File: config.mk
export PLATFORM = sky130hd
export DESIGN_NAME = sbas_addsub
export DESIGN_NICKNAME = d
export VERILOG_FILES = /design/src/rtl/sbas_pkg.sv /design/src/rtl/sbas_split.sv /design/src/rtl/sbas_path.sv /design/src/rtl/sbas_addsub.sv
export SDC_FILE = /design/constraint.sdc
export NUM_CORES = 1
export LEC_CHECK = 0
export CELL_PAD_IN_SITES_DETAIL_PLACEMENT = 1
export CELL_PAD_IN_SITES_GLOBAL_PLACEMENT = 1
export CORE_MARGIN = 4
export CORE_UTILIZATION = 33
export CTS_CLUSTER_SIZE = 24
export DETAILED_ROUTE_END_ITERATION = 6
export PLACE_DENSITY = 0.81
export SYNTH_ARGS = -nofsm -noshare
export SYNTH_HDL_FRONTEND = slang
export SYNTH_SLANG_ARGS = --single-unit
File: constraint.sdc
create_clock -name clk_i -period 2.21 [get_ports clk_i]
set_input_delay 0.3315 -clock clk_i [delete_from_list [all_inputs] [get_ports clk_i]]
set_output_delay 0.3315 -clock clk_i [all_outputs]
set_load 0.1 [all_outputs]
File: src/rtl/sbas_pkg.sv
package sbas_pkg;
  localparam int unsigned OP_W_DEF = 6;

  typedef enum logic {
    OP_ADD = 1'b0,
    OP_SUB = 1'b1
  } op_e;
endpackage

File: src/rtl/sbas_split.sv
module sbas_split
  import sbas_pkg::*;
#(
  parameter int unsigned OP_W  = OP_W_DEF,
  localparam int unsigned MAG_W = OP_W - 1
) (
  input  logic [OP_W-1:0]  b_i,
  output logic [MAG_W-1:0] mag_o,
  output op_e              op_o
);
  assign mag_o = b_i[MAG_W-1:0];
  assign op_o  = op_e'(b_i[OP_W-1]);
endmodule

File: src/rtl/sbas_path.sv
module sbas_path #(
  parameter int unsigned OP_W  = 6,
  parameter bit          SUB   = 1'b0,
  localparam int unsigned MAG_W = OP_W - 1,
  localparam int unsigned RES_W = OP_W + 1
) (
  input  logic [OP_W-1:0]  a_i,
  input  logic [MAG_W-1:0] mag_i,
  output logic [RES_W-1:0] res_o
);
  logic [RES_W-1:0] a_ext, m_ext;

  assign a_ext = RES_W'(a_i);
  assign m_ext = RES_W'(mag_i);

  generate
    if (SUB) begin : g_sub
      assign res_o = a_ext - m_ext;
    end else begin : g_add
      assign res_o = a_ext + m_ext;
    end
  endgenerate
endmodule

File: src/rtl/sbas_addsub.sv
module sbas_addsub
  import sbas_pkg::*;
#(
  parameter int unsigned OP_W  = OP_W_DEF,
  localparam int unsigned MAG_W = OP_W - 1,
  localparam int unsigned RES_W = OP_W + 1
) (
  input  logic             clk_i,
  input  logic             rst_ni,
  input  logic             valid_i,
  input  logic [OP_W-1:0]  a_i,
  input  logic [OP_W-1:0]  b_i,
  output logic [RES_W-1:0] result_o,
  output logic             valid_o
);
  logic [MAG_W-1:0] mag;
  op_e              op;
  logic [RES_W-1:0] sum, diff, sel;

  sbas_split #(.OP_W(OP_W)) u_split (
    .b_i  (b_i),
    .mag_o(mag),
    .op_o (op)
  );

  sbas_path #(.OP_W(OP_W), .SUB(1'b0)) u_add (
    .a_i  (a_i),
    .mag_i(mag),
    .res_o(sum)
  );

  sbas_path #(.OP_W(OP_W), .SUB(1'b1)) u_sub (
    .a_i  (a_i),
    .mag_i(mag),
    .res_o(diff)
  );

  assign sel = (op == OP_SUB) ? diff : sum;

  always_ff @(posedge clk_i or negedge rst_ni) begin
    if (!rst_ni) begin
      result_o <= '0;
      valid_o  <= 1'b0;
    end else begin
      valid_o <= valid_i;
      if (valid_i) result_o <= sel;
    end
  end
endmodule

==> impl_results.md, run 1 <==
* Status: complete, no violations
* Max_cap viols at 0
* Max Slew Vio Count at 0
* Largest net degree at the start of global routing at 9
* Synth Instances at 65
* Reg2reg start: result_o[4]$_DFFE_PN0P_
* CP max stage cell: ha_1
* Worst R2R End: result_o[4]$_DFFE_PN0P_
* Post-Syn Nets at 88
* CTS tree: yes
* Peak supply drop at 413.3 uV
* Initial antenna violation count at 0
* Clk root buf: clkbuf_4
* CP cell instances: dlygate4sd2_1 > buf_4 > nor3_2 > nor2_1 > xnor2_1 > ha_1 > and3_1 > a221oi_2 > xnor2_1 > a21oi_1
* Area Growth Syn to Fin at 64.01%
* Worst slew pin tran at about 0.34 ns
* Area of the multi-input gates at roughly 410 um2
* Die Ht at a little over 50 um
* DR pass1 iterations at 3
* Post-route ant nets at 0
* Synth Register Bits at 8
* Critical Path RT at 2.35 ns
* Placement row count at 15
* Commonest non-fill, non-tap cell in the layout: buf_4
* Avg WL per Cell at 12.57 um
* Most frequent cells in the layout: buf_4 (21), clkdlybuf4s50_1 (9), inv_1 (8), dfrtp_1 (8)
* Fin Setup TNS at 0 ns
* Number of global-route vias before repair at just under 700
* Final setup fails at 0
* Top cell family by delay on the critical path: simple AND/OR/NAND/NOR gates
* Crit path arrival time at roughly 2.2 ns
* Synth unique cells at 22
* FF/Latch Area at between 200 and 250 um2
* Critical path peak fanout at 2
* CORE AREA at around 0.0017 mm2
* IO Pins at 23
* Worst path max stage delay at 0.29 ns
* Chip Width at between 50 and 60 um
* Part of the Yosys area used for sequential elements at 32.72%
* Ratio of total power to cell area at slightly above 800 mW/mm2
* Overall Global Routing Usage at between 10% and 20%
* CP Capture Type: flip-flop
* CP Buf/Inv Count at 2
* Iter 0 DRT Violations at 4
* Detailed Place HPWL at approximately 1.4 mm
* Relative slew slack at roughly 77%
* Clk Latency, worst-skew pair at ~0.25 ns
* Share of cells above drive strength 1 at roughly 34%
* RSZ-0062 raised after global routing: no
* Hold crit path type: input pin to asynchronous set/reset pin
* Routed WL at around 1.6 mm
* WP depth at 10
* Clock buffer depth at 2
* Crit start category: input pin
* Post-CTS Setup Bufs at 0
* Mapped cell area at approximately 600 um2
* IO Port Bufs at 22
* Leakage at ~0.50 nW
* Via density at between 4 and 5
* Final nets at about 130
* First-pass GRT wire length at between 2 and 3 mm
* Synth Area per Inst at between 9 and 10 um2
* Clock transition at path regs at roughly 0.050 ns
* Crit path time final at 2.021 ns
* FMAX at roughly 0.49 GHz
* Fill count at ~210
* WS Path Type: input pin to flip-flop
* Die area at 0.002607 mm2
* Yosys Warn Count at 0
* # diodes at 0
* CP most frequent cell: xnor2_1
* Vias at about 620
* FF-to-FF setup slack at 1.47 ns
* Fin Clk Skew at 0 ns
* Total gr overflow at 0
* Final clock period utilization by the worst path at between 90% and 100%
* CTS Sinks at 8
* Util after Layout at 57.49%
* GP Congestion at roughly 0.71
* Total clock buffers created by CTS at 3
* Worst R2R Path Depth at 1
* Drc violations at 0
* Final hold vios at 0
* Starting Density at 35.05%
* CTS H-tree lvls at 1
==> cells by family (layout without fill, tap and decap cells) <==
logic type	count (synthesis)	count (layout)	share of synthesized area [%]
AO/OA/AOI/OAI	17	17	20.65
XOR/XNOR	6	6	8.589
adder cells (fa/ha/maj)	8	8	17.59
buffers and inverters	10	47	6.134
flip-flops	8	8	32.72
multiplexers	3	3	5.317
AND/OR/NAND/NOR	13	13	8.999
==> worst max-delay path by stage <==
| stage | endpoint | from |
|---|---|---|
| floorplan | result_o[6]$_DFFE_PN0P_ | b_i[0] |
| global placement | result_o[4]$_DFFE_PN0P_ | b_i[0] |
| detailed placement | result_o[6]$_DFFE_PN0P_ | b_i[0] |
| CTS | result_o[6]$_DFFE_PN0P_ | b_i[2] |
| global route | result_o[6]$_DFFE_PN0P_ | b_i[0] |
| finish | result_o[6]$_DFFE_PN0P_ | b_i[0] |
==> per-layer routing <==
metal  global-route usage (%)  up-vias  routed length, um
met5                        0        -                  0
met4                    5.381        0                 27
met3                    2.332        3                126
met2                    28.33       23                841
met1                    13.77      289                600
li1                         -      304                  -
==> power breakdown <==
part	switching [W]	total [W]	internal, W
Sequential	0.0000153	0.000194	0.000178
Clock	0.0000488	0.000111	0.0000621
Combinational	0.000347	0.000504	0.000158
==> through the flow <==
stage	worst slack [ns]	instance area [um2]	hold WS, ns	power [W]	instances
after detailed placement	-0.3790	937.1	0.4942	0.0006941	124
after global placement	-0.3101	937.1	0.4769	0.0006814	124
after global routing	0.02803	1003	0.3672	0.0008502	127
after CTS	0.01819	983.4	0.3526	0.0008138	127
after floorplan	0.2713	611.8	0.03591	0.0005456	65
final	0.1887	1003	0.3419	0.0008087	127
==> flip-flops by register name, summed over array words and instances (netlist names) <==
register / cells
valid_o: 1
result_o: 7
==> area by class of cell <==
type	instances	share of cell area (%)
clock buffers	3	2.244
well taps	25	3.117
repair buffers	35	30.17
multi-input cells	47	41.15
flip-flops and latches	8	19.95
inverters	9	3.367
==> cell usage after synthesis <==
| master | instances | share of area (%) |
|---|---|---|
| a211o_1 | 2 | 2.9 |
| a21o_1 | 2 | 2.5 |
| a21oi_1 | 4 | 3.3 |
| a221oi_2 | 1 | 2.5 |
| a31oi_1 | 2 | 2.0 |
| a41o_1 | 1 | 1.6 |
| and3_1 | 1 | 1.0 |
| clkbuf_1 | 1 | 0.61 |
| dfrtp_1 | 8 | 33 |
| fa_1 | 1 | 3.3 |
| ha_1 | 7 | 14 |
| inv_1 | 9 | 5.5 |
| mux2_2 | 2 | 3.7 |
| mux2i_1 | 1 | 1.6 |
| nand2_1 | 5 | 3.1 |
| nor2_1 | 5 | 3.1 |
| nor2b_1 | 1 | 1.0 |
| nor3_1 | 1 | 0.82 |
| o2111ai_1 | 1 | 1.4 |
| o21ai_0 | 2 | 1.6 |
| o221ai_1 | 2 | 2.9 |
| xnor2_1 | 6 | 8.6 |
==> timing repair <==
action | 4_1_cts | 5_1_grt
endpoints found under the hold margin | 0 | 0
hold buffers | 0 | 0
pin swaps | 8 | 6
gates resized for setup | 9 | 6
setup endpoints to repair | 4 | 2
(Power assumes the default switching activity.)
==> inputs of run 2 (changes only) <==
Settings changed: CELL_PAD_IN_SITES_DETAIL_PLACEMENT 1 to default, CELL_PAD_IN_SITES_GLOBAL_PLACEMENT 1 to default, CORE_MARGIN 4 to 2, CORE_UTILIZATION 33 to 45, GPL_ROUTABILITY_DRIVEN from default to 1.
==> run 2 against run 1 <==
- register-to-register slack lost 0.04 ns
- combinational power shrank 1%
- die area shrank 36%
- hold slack gained 0.016 ns
- design area shrank 4.2%
- first-iteration DRC count shrank 25%
- clock-buffer cell count is the same
- clock power is essentially flat
- core utilization grew 17 points
- global-route usage grew 6.2 points
- via count shrank 6.8%
- clock skew is the same
==> impl_results.md, run 2 (synthesized netlist as in run 1, its figures left out) <==
* Status: complete, no violations (unchanged)
* Max_cap viols at 0 (unchanged)
* Peak supply drop at 302.0 uV (was 413.3 uV)
* Final clock period utilization by the worst path at 95.28% (was 91.46%)
* IO Port Bufs at 22 (unchanged)
* # diodes at 0 (unchanged)
* Ratio of total power to cell area at 834.8 mW/mm2 (was 805.9 mW/mm2)
* Overall Global Routing Usage at 20.18% (was 14.02%)
* Via density at 5.061 (was 4.874)
* Biggest registers after layout: result_o (7), valid_o (1) (unchanged)
* Vias at 577 (was 619)
* Chip Width at 40.88 um (was 51.06 um)
* FMAX at 0.4749 GHz (was 0.4947 GHz)
* Placement row count at 13 (was 15)
* GP Congestion at 0.8033 (was 0.7141)
* Detailed Place HPWL at 1.194 mm (was 1.385 mm)
* Initial antenna violation count at 0 (unchanged)
* Fill count at 100 (was 211)
* Die area at 0.001671 mm2 (was 0.002607 mm2)
* CTS tree: yes (unchanged)
* Final Power at 0.0008022 W (was 0.0008087 W)
* Starting Density at 47.61% (was 35.05%)
* Final nets at 124 (was 127)
* Worst slew pin tran at 0.3802 ns (was 0.3383 ns)
* Area Growth Syn to Fin at 57.06% (was 64.01%)
* Avg WL per Cell at 12.36 um (was 12.57 um)
* Commonest non-fill, non-tap cell in the layout: buf_4 (unchanged)
* Crit path time final at 2.106 ns (was 2.021 ns)
* Post-route ant nets at 0 (unchanged)
* Hold-fix buffers, CTS at 0 (unchanged)
* Placed Area at 902.1 um2 (was 937.1 um2)
* Clock buffer depth at 2 (unchanged)
* Critical Path RT at 2.33 ns (was 2.35 ns)
* CTS Sinks at 8 (unchanged)
* Number of global-route vias before repair at 536 (was 683)
* Hold crit path type: input pin to asynchronous set/reset pin (unchanged)
* Setup WS pre-CTS at -0.3552 ns (was -0.3790 ns)
* Fin Hold WS at 0.3578 ns (was 0.3419 ns)
* Final setup fails at 0 (unchanged)
* Leakage at 0.4707 nW (was 0.5004 nW)
* Largest net degree at the start of global routing at 13 (was 9)
* Total gr overflow at 0 (unchanged)
* Largest Register: result_o (unchanged)
* Iter 0 DRT Violations at 3 (was 4)
* Clock transition at path regs at 0.05 ns (about the same)
* Total clock buffers created by CTS at 3 (unchanged)
* Fin Clk Skew at 0 ns (unchanged)
* Finished Cell Area at 960.9 um2 (was 0.001003 mm2)
* CORE AREA at 0.001285 mm2 (was 0.001745 mm2)
* Crit path arrival time at 2.22 ns (was 2.16 ns)
* Clk Latency, worst-skew pair at 0.25 ns (about the same)
* Final hold vios at 0 (unchanged)
* Crit start category: input pin (unchanged)
* Number of flip-flops in the largest register at 7 (unchanged)
* Critical path peak fanout at 3 (was 2)
* Final worst slack at 0.1043 ns (was 0.1887 ns)
* First-pass GRT wire length at 2.139 mm (was 2.773 mm)
* Routed WL at 1.409 mm (was 1.596 mm)
* Most frequent cells in the layout: buf_4 (18), clkdlybuf4s50_1 (12), inv_1 (8), dfrtp_1 (8) (was buf_4 (21), clkdlybuf4s50_1 (9), inv_1 (8), dfrtp_1 (8))
* DR pass1 iterations at 4 (was 3)
* Share of cells above drive strength 1 at 31.31% (was 34.31%)
* IO Pins at 23 (unchanged)
* Clk root buf: clkbuf_4 (unchanged)
* CTS H-tree lvls at 1 (unchanged)
* Die Ht at 40.88 um (was 51.06 um)
* Drc violations at 0 (unchanged)
* Relative slew slack at 74.57% (was 77.37%)
* WS Path Type: input pin to flip-flop (unchanged)
* CP Capture Type: flip-flop (unchanged)
* RSZ-0062 raised after global routing: no (unchanged)
* Max Slew Vio Count at 0 (unchanged)
## run 2: cell types whose count changed in the layout (fill, tap and decap cells not counted)
cell,change
and3_1,-1
dlygate4sd2_1,-2
buf_4,-3
dlymetal6s2s_1,-1
nor3_2,-1
nor3_1,+1
nor2_1,+1
and3_4,+1
nor2_4,-1
clkdlybuf4s50_1,+3
## run 2: worst paths after layout
kind	from	endpoint	slack [ns]	depth (start not counted)
max in group asynchronous	rst_ni	result_o[4]$_DFFE_PN0P_	1.59	1
min	rst_ni	valid_o$_DFF_PN0_	0.36	1
max	b_i[2]	result_o[6]$_DFFE_PN0P_	0.10	9
min in group clk_i	result_o[0]$_DFFE_PN0P_	result_o[0]$_DFFE_PN0P_	0.49	2
min reg2reg	result_o[0]$_DFFE_PN0P_	result_o[0]$_DFFE_PN0P_	0.49	2
max reg2reg	result_o[1]$_DFFE_PN0P_	result_o[1]$_DFFE_PN0P_	1.43	1
## run 2: timing repair
item,in CTS,in global routing
endpoints found under the setup margin,3,4
cloned,0,0
pin swaps,4,6
setup buffers,0,0
gates resized for setup,5,5
## run 2: report_power, final
| part | switching (W) | leakage, nW | internal [W] |
|---|---|---|---|
| Combinational | 0.000342 | 0.363 | 0.000155 |
| Sequential | 0.0000177 | 0.0940 | 0.000178 |
| Clock | 0.0000474 | 0.0138 | 0.0000620 |
## run 2: cell type report
class	count	area [um2]	share of cell area (%)
clock buffers	3	22.52	2.344
inverters	9	33.78	3.516
multi-input cells	47	405.4	42.19
flip-flops and latches	8	200.2	20.83
well taps	15	18.77	1.953
repair buffers	32	280.3	29.17
## run 2: routing by layer
layer / share of wire, % / GRT usage, %
met5: 0 / 0
met1: 37 / 20.13
met2: 56 / 39.06
met3: 4.8 / 1.630
met4: 2.5 / 12.50
## run 2: per-stage QoR
stage                     utilization, %  cells  setup TNS, ns
final                              74.78    114              0
after global routing               74.78    114              0
after CTS                          73.22    114              0
after detailed placement           70.20    111         -1.308
after global placement             70.20    111        -0.9668
after floorplan                        -     65              0
## run 2: worst max-delay path, stage by stage
cell             delay [ns]
clkdlybuf4s50_1        0.44
nor2_1                 0.21
a21oi_2                0.09
xnor2_1                0.13
ha_1                   0.31
a21o_1                 0.22
a221oi_2               0.26
xnor2_1                0.15
a21oi_1                0.08
